`config.mk`:
```
export PLATFORM = sky130hd
export DESIGN_NAME = aic_app_detect
export DESIGN_NICKNAME = d
export VERILOG_FILES = /design/src/rtl/aic_pkg.sv /design/src/rtl/aic_counter.sv /design/src/rtl/aic_decider.sv /design/src/rtl/aic_app_detect.sv
export SDC_FILE = /design/constraint.sdc
export NUM_CORES = 1
export LEC_CHECK = 0
export ABC_AREA = 1
export BUFFER_PORTS_ARGS = -buffer_cell sky130_fd_sc_hd__buf_2
export CORE_MARGIN = 2
export CORE_UTILIZATION = 45
export CTS_CLUSTER_DIAMETER = 100
export DETAILED_ROUTE_END_ITERATION = 10
export GPL_TIMING_DRIVEN = 0
export PLACE_DENSITY = 0.62
export RECOVER_POWER = 50
export SETUP_SLACK_MARGIN = 0.1
export SLEW_MARGIN = 0
export SYNTH_ARGS = -nofsm -noshare
export SYNTH_HDL_FRONTEND = slang
export SYNTH_SLANG_ARGS = --single-unit
export TNS_END_PERCENT = 30
```
`constraint.sdc`:
```
create_clock -name clk -period 1.5 [get_ports clk]
set_clock_uncertainty 0.2 [all_clocks]
set_input_delay 0.225 -clock clk [delete_from_list [all_inputs] [get_ports clk]]
set_output_delay 0.225 -clock clk [all_outputs]
set_load 0.02 [all_outputs]
```
`src/rtl/aic_pkg.sv`:
```
package aic_pkg;

  // Next value of a window count: cleared, advanced by one, or held.
  function automatic int unsigned aic_step(input int unsigned cur,
                                           input bit clr,
                                           input bit inc);
    if (clr) return 0;
    if (inc) return cur + 1;
    return cur;
  endfunction

  // Window verdict: the ones seen so far plus the closing frame's bit,
  // compared against the threshold.
  function automatic bit aic_verdict(input int unsigned ones_so_far,
                                     input bit last_bit,
                                     input int unsigned thresh);
    return (ones_so_far + (last_bit ? 1 : 0)) >= thresh;
  endfunction

endpackage

```
`src/rtl/aic_counter.sv`:
```
module aic_counter #(
  parameter int unsigned W = 11
) (
  input  logic         clk,
  input  logic         rst_n,
  input  logic         clr,
  input  logic         inc,
  output logic [W-1:0] cnt
);
  import aic_pkg::*;

  logic [W-1:0] nxt;

  always_comb begin
    nxt = W'(aic_step(int'(cnt), clr, inc));
  end

  always_ff @(posedge clk or negedge rst_n) begin
    if (!rst_n) cnt <= '0;
    else        cnt <= nxt;
  end
endmodule

```
`src/rtl/aic_decider.sv`:
```
module aic_decider #(
  parameter int unsigned W      = 11,
  parameter int unsigned THRESH = 1020
) (
  input  logic         clk,
  input  logic         rst_n,
  input  logic         mode_ds3,
  input  logic         win_end,
  input  logic [W-1:0] ones_cnt,
  input  logic         last_bit,
  output logic         status
);
  import aic_pkg::*;

  logic verdict;

  always_comb begin
    verdict = aic_verdict(int'(ones_cnt), last_bit, THRESH);
  end

  always_ff @(posedge clk or negedge rst_n) begin
    if (!rst_n)        status <= 1'b0;
    else if (!mode_ds3) status <= 1'b0;
    else if (win_end)  status <= verdict;
  end
endmodule

```
`src/rtl/aic_app_detect.sv`:
```
module aic_app_detect #(
  parameter int unsigned WINDOW = 1024,
  parameter int unsigned THRESH = 1020
) (
  input  logic clk,
  input  logic rst_n,
  input  logic mode_ds3,
  input  logic frame_stb,
  input  logic aic_bit,
  output logic cbit_parity
);
  localparam int unsigned CNT_W = $clog2(WINDOW + 1);
  localparam logic [CNT_W-1:0] LAST_IDX = CNT_W'(WINDOW - 1);

  logic [CNT_W-1:0] frm_cnt;
  logic [CNT_W-1:0] ones_cnt;
  logic             frame_seen;
  logic             one_seen;
  logic             win_end;
  logic             cnt_clr;

  assign frame_seen = mode_ds3 && frame_stb;
  assign one_seen   = frame_seen && aic_bit;
  assign win_end    = frame_seen && (frm_cnt == LAST_IDX);
  assign cnt_clr    = win_end || !mode_ds3;

  aic_counter #(.W(CNT_W)) frm_ctr_i (
    .clk(clk), .rst_n(rst_n), .clr(cnt_clr), .inc(frame_seen), .cnt(frm_cnt)
  );

  aic_counter #(.W(CNT_W)) ones_ctr_i (
    .clk(clk), .rst_n(rst_n), .clr(cnt_clr), .inc(one_seen), .cnt(ones_cnt)
  );

  aic_decider #(.W(CNT_W), .THRESH(THRESH)) dec_i (
    .clk(clk), .rst_n(rst_n), .mode_ds3(mode_ds3), .win_end(win_end),
    .ones_cnt(ones_cnt), .last_bit(aic_bit), .status(cbit_parity)
  );
endmodule

```
Yosys cells after proc, flatten, opt, wreduce, memory -nomap -nowiden:

Index checks and enable logic that the tools add are counted.

* multipliers: 0
* reductions and logical operators: 7
* $lt $le $gt $ge: 1
* equality and inequality tests: 2
* shift-type cells: 0
* $add $sub $neg: 3
* div/mod/pow operators: 0
* mux-type cells: 14
* bitwise operators: 0

Operators by type and width (number)
* 2-to-1 mux 11 bit: 6
* adder 11 x 32 -> 32 bit: 1
* >= comparator 32 x 10 -> 1 bit, second input constant: 1
* adder 11 x 1 -> 11 bit, second input constant: 2
* equality test 11 x 10 -> 1 bit, second input constant: 1
* 2-to-1 mux 1 bit: 8
* nonzero test 2 bit: 2
* logical AND 1 bit: 3
* inequality test 2 x 1 -> 1 bit, second input constant: 1
* zero test 1 bit: 1
* logical OR 1 bit: 1

* memory bits (writable): 0
* register bits after elaboration: 23
* output and inout bits: 1
* input bits: 5
* logic and storage cells: 30
* ROM bits: 0
* memories: 0
* bits in latches: 0

Longest topological paths before layout:

* word-level depth: 7
* mapped depth: 9
* gate-level depth less buffers: 9

Hierarchy:

Synthesis repeated with hierarchy kept, for this count alone.

* cells, all modules: 219
* area total of the unflattened synthesis: 1534.0 µm²

Modules (own cells, without submodules)
* aic_counter: sequential area each 275.3 µm², cells an instance 76, area an instance 596.8 µm², instances 2
* aic_decider: sequential area each 25.0 µm², cells an instance 51, area an instance 270.3 µm², instances 1
* aic_app_detect: sequential area each 0.0 µm², cells an instance 16, area an instance 70.1 µm², instances 1

Least setup slack after synthesis:

OpenSTA, ideal clock, no wires.

* path type: reg-to-reg
* start: register frm_ctr_i.cnt[0]
* end: register ones_ctr_i.cnt[10]
* data required time: 1.179 ns
* cell stages (with the launch flop): 9
* setup time: 0.121 ns
* buffers on the path: 0
* arrival time: 1.304 ns
* clock period less this slack: 1.625 ns
* setup slack: -0.125 ns
* cells stage by stage: dfrtp_1 > ha_1 > nand3_1 > nor2_1 > nand2_1 > inv_1 > nand4_1 > nand2_2 > nor2_1

* word-level cells in the longest chain between the ends: 5
* elaborated cells between the ends (all ways): 6
* those cells by class: 1 x eq/ne; 2 x mux; 3 x reduce/logical

Ends and longest elaborated chain
* start: declaration: RTL line aic_counter.sv:8 `output logic [W-1:0] cnt`
* start signal: assignment: RTL line aic_counter.sv:20 `else cnt <= nxt;`
* equality test 11 x 10 -> 1 bit (*): RTL line aic_app_detect.sv:24 `assign win_end = frame_seen && (frm_cnt == LAST_IDX);`
* logical AND 1 bit (*): RTL line aic_app_detect.sv:24
* logical OR 1 bit (*): RTL line aic_app_detect.sv:25 `assign cnt_clr = win_end || !mode_ds3;`
* 2-to-1 mux 1 bit (*): RTL line aic_pkg.sv:7 `if (clr) return 0;`
* 2-to-1 mux 11 bit / nonzero test 2 bit (equally long branches)
* end signal: assignment: RTL line aic_counter.sv:20
* end: declaration: RTL line aic_counter.sv:8

Every way passes the cells marked *; elsewhere a longest branch is shown, timed or not.
A chain may end at the register's enable or synchronous reset.

Final worst setup path:

* start: register frm_ctr_i.cnt[0]
* end: register dec_i.status

* word-level cells in the longest chain between the ends: 3

Ends and longest elaborated chain
* equality test 11 x 10 -> 1 bit: RTL line aic_app_detect.sv:24
* logical AND 1 bit: RTL line aic_app_detect.sv:24
* inequality test 2 x 1 -> 1 bit (no source line)
* end signal: assignment: RTL line aic_decider.sv:24 `else if (win_end) status <= verdict;`
* end: declaration: RTL line aic_decider.sv:11 `output logic status`

No other way between the ends.

==> flow_metrics.env <==
export IMPL_dp_cells=230
export IMPL_post_synth_cell_area_avg_um2=7.92
export IMPL_slew_headroom=0.599
export IMPL_via_per_inst=5.09
export IMPL_ant_nets=0
export IMPL_cts_root_buf="clkbuf_4"
export IMPL_synthCells=181
export IMPL_routedWlPerCell_um=12.5
export IMPL_r2r_cells=8
export IMPL_fin_crit_ps=1650
export IMPL_yosysSeqAreaShare=0.402
export IMPL_finalHoldViolCount=0
export IMPL_swShare=0.266
export IMPL_vdd_drop_max_mv=0.350
export IMPL_yosysTopAreaCell="dfrtp_1"
export IMPL_seq_power_share=0.609
export IMPL_maxCapViolCount=0
export IMPL_synth_seq_cells=23
export IMPL_cts_tree="done"
export IMPL_h_tree_depth=1
export IMPL_fmax_mhz=608
export IMPL_synth_top_area_frac=0.402
export IMPL_grt_ovfl_total=0
export IMPL_via_count=1256
export IMPL_grt_pass1_wl_um=5540
export IMPL_power_mw=1.04
export IMPL_nFillCells=295
export IMPL_yosysWarnings=0
export IMPL_rrSetupSlack_ps=-150
export IMPL_cp_start_kind="register"
export IMPL_cp_max_fo=3
export IMPL_final_cells=247
export IMPL_dp_hpwl_um=2100
export IMPL_areaGrowthSynthToFinish_pct=24.9
export IMPL_nets=213
export IMPL_power_density_mw_per_mm2=582
export IMPL_drv_slew=0
export IMPL_synth_commonest_cells="44 x nand2_1, 25 x inv_1, 23 x dfrtp_1, 22 x nor2_1, 14 x nand3_1"
export IMPL_setup_ws_ps=-145
export IMPL_critPathArrivalTime_ps=1710
export IMPL_multi_input_area_um2=903
export IMPL_place_congestion=0.784
export IMPL_first_pass_iters=4
export IMPL_path_clk_slew_ps=130
export IMPL_antennaDiodeCount=0
export IMPL_grt_usage=0.204
export IMPL_cts_sinks=23
export IMPL_rsz0062_at_grt="true"
export IMPL_rr_startpoint="frm_ctr_i.cnt[0]"
export IMPL_drive_above_1_share=0.291
export IMPL_drc=0
export IMPL_grt_util_met2=0.320
export IMPL_grt_max_degree=24
export IMPL_synth_fp_nets=190
export IMPL_leakage_nw=0.839
export IMPL_port_buffer_count=5
export IMPL_rows=20
export IMPL_use_met3=0.0256
export IMPL_fin_crit_sh=1.10
export IMPL_setup_total_negative_slack_ps=-1620
export IMPL_holdPathStages=4
export IMPL_endpoint_kind="register"
export IMPL_synthArstFlopShare=1.00
export IMPL_regArea_um2=579
export IMPL_synth_edff_count=0
export IMPL_status="finished, violations left"
export IMPL_die_height_um=60.4
export IMPL_hp_start="frame_stb"
export IMPL_hold_class="in2reg"
export IMPL_p_sw_mw=0.277
export IMPL_cts_buffers=3
export IMPL_routed_wirelength_um=3090
export IMPL_p_int_mw=0.764
export IMPL_grt_busiest_layer="met2"
export IMPL_die_width_um=60.4
export IMPL_hold_end="frm_ctr_i.cnt[10]"
export IMPL_combPwrFrac=0.104
export IMPL_timing_worst_setup_path_type="reg2reg"
export IMPL_violations="negative setup slack"
export IMPL_setup_violations=15
export IMPL_synthFlopType="dfrtp_1"
export IMPL_grt_pass1_vias=1225
export IMPL_required_ps=1570
export IMPL_clockBufferDepth=2
export IMPL_dieArea_mm2=0.00365
export IMPL_ys_top_cells_by_area="dfrtp_1 40%, nand2_1 12%, xor2_1 6.7%, inv_1 6.6%, nor2_1 5.8%"
export IMPL_synth_distinct_cells=22
export IMPL_grt_use_met1=0.299
export IMPL_antenna_found_initial=0
export IMPL_netlist_area_mm2=0.00143
export IMPL_first_iter_violations=56
export IMPL_clockPowerShare=0.287
export IMPL_io_pins=6
export IMPL_post_synth_top_count_cell="nand2_1"
export IMPL_core_area_mm2=0.00305
export IMPL_worst_slew_pin_slew_ps=602
export IMPL_r2r_end="dec_i.status"
export IMPL_start_util=0.469
export IMPL_insertion_delay_ps=310
## cell type report
cell class	count	area share
clock inverter	1	0.00280
multi-input combinational	133	0.505
inverter	26	0.0573
tap	44	0.0308
sequential	23	0.324
timing repair buffer	17	0.0678
clock buffer	3	0.0126
## cells in the final DEF (no fill, tap or decap)
cell type	instances
dfrtp_2	3
o21ai_0	3
inv_6	1
clkbuf_2	1
nand2_8	2
o21ai_1	4
nor2_2	4
dlygate4sd3_1	1
nand4_1	5
clkinv_2	1
nor3_1	2
nand4_2	2
o21ai_2	1
nand2_1	39
ha_1	1
inv_2	3
a21oi_1	2
buf_2	4
nor2_8	2
a21oi_2	1
buf_4	10
buf_6	1
nand3_4	1
nor2_1	15
xnor2_1	1
nand2_2	5
xor2_1	11
nand3_1	13
dfrtp_1	20
nor3_2	2
ha_4	3
nand2_4	3
o211ai_1	1
clkbuf_4	3
inv_1	22
nor3_4	1
nor2_4	5
o22ai_1	3
nand3b_1	1
## sequential cells by signal, summed over array words and instances, names as in the netlist
signal          flops
frm_ctr_i.cnt      11
ones_ctr_i.cnt     11
dec_i.status        1
## metal layers
layer / vias to the layer above / wire length, um
li1: 629 / -
met1: 598 / 1540
met2: 27 / 1410
met3: 2 / 126
met4: 0 / 15
met5: - / 0
## power by group through the flow
stage / Combinational (mW) / Sequential (mW) / Clock (mW)
3_3_place_gp: 0.0736 / 0.644 / 0
5_1_grt: 0.122 / 0.636 / 0.339
2_1_floorplan: 0.0409 / 0.644 / 0
4_1_cts: 0.105 / 0.632 / 0.317
6_report: 0.108 / 0.634 / 0.299
3_5_place_dp: 0.0757 / 0.645 / 0
## critical path, stage by stage, from the launching register on
cell	delay (ps)
dfrtp_1	420
ha_4	170
nand3_4	70
nor2_4	120
nand4_1	150
nor2_2	220
buf_4	150
nand2_2	50
nand2_2	40
## how the worst max path moves through the flow
stage	start	to	slack, ps	depth (start not counted)
floorplan	frm_ctr_i.cnt[0]	ones_ctr_i.cnt[0]	-90	8
global placement	frm_ctr_i.cnt[0]	ones_ctr_i.cnt[0]	-310	8
detailed placement	frm_ctr_i.cnt[0]	ones_ctr_i.cnt[2]	-350	8
CTS	frm_ctr_i.cnt[0]	ones_ctr_i.cnt[9]	-90	9
global route	frm_ctr_i.cnt[0]	dec_i.status	-220	8
finish	frm_ctr_i.cnt[0]	dec_i.status	-150	8
## logic make-up after synthesis
family,share of synthesized area
DFF,0.402
AOI/OAI and AO/OA,0.0568
buffers and inverters,0.0716
xor gates and xnor gates,0.0734
adders and majority gates,0.0349
and+or+nand+nor,0.362
## through the flow
step | hold slack (ps) | utilization | cell area, um^2 | setup slack [ps]
2_1_floorplan | -271 | - | 1440 | -90.5
3_3_place_gp | 32.2 | 0.499 | 1520 | -310
3_5_place_dp | 42.2 | 0.499 | 1520 | -348
4_1_cts | 28.4 | 0.567 | 1730 | -91.9
5_1_grt | 34.7 | 0.586 | 1790 | -222
6_report | 38.2 | 0.586 | 1790 | -145
## timing repair
item                                    in CTS  in global routing
endpoints found under the setup margin      21                 22
hold buffers                                 1                  0
resized for setup                           25                 16
gates cloned                                 1                  0
setup buffers                               10                  1
pin swaps                                    7                  2
endpoints found under the hold margin       23                  0
No activity file was read; power rests on OpenSTA's default activity.
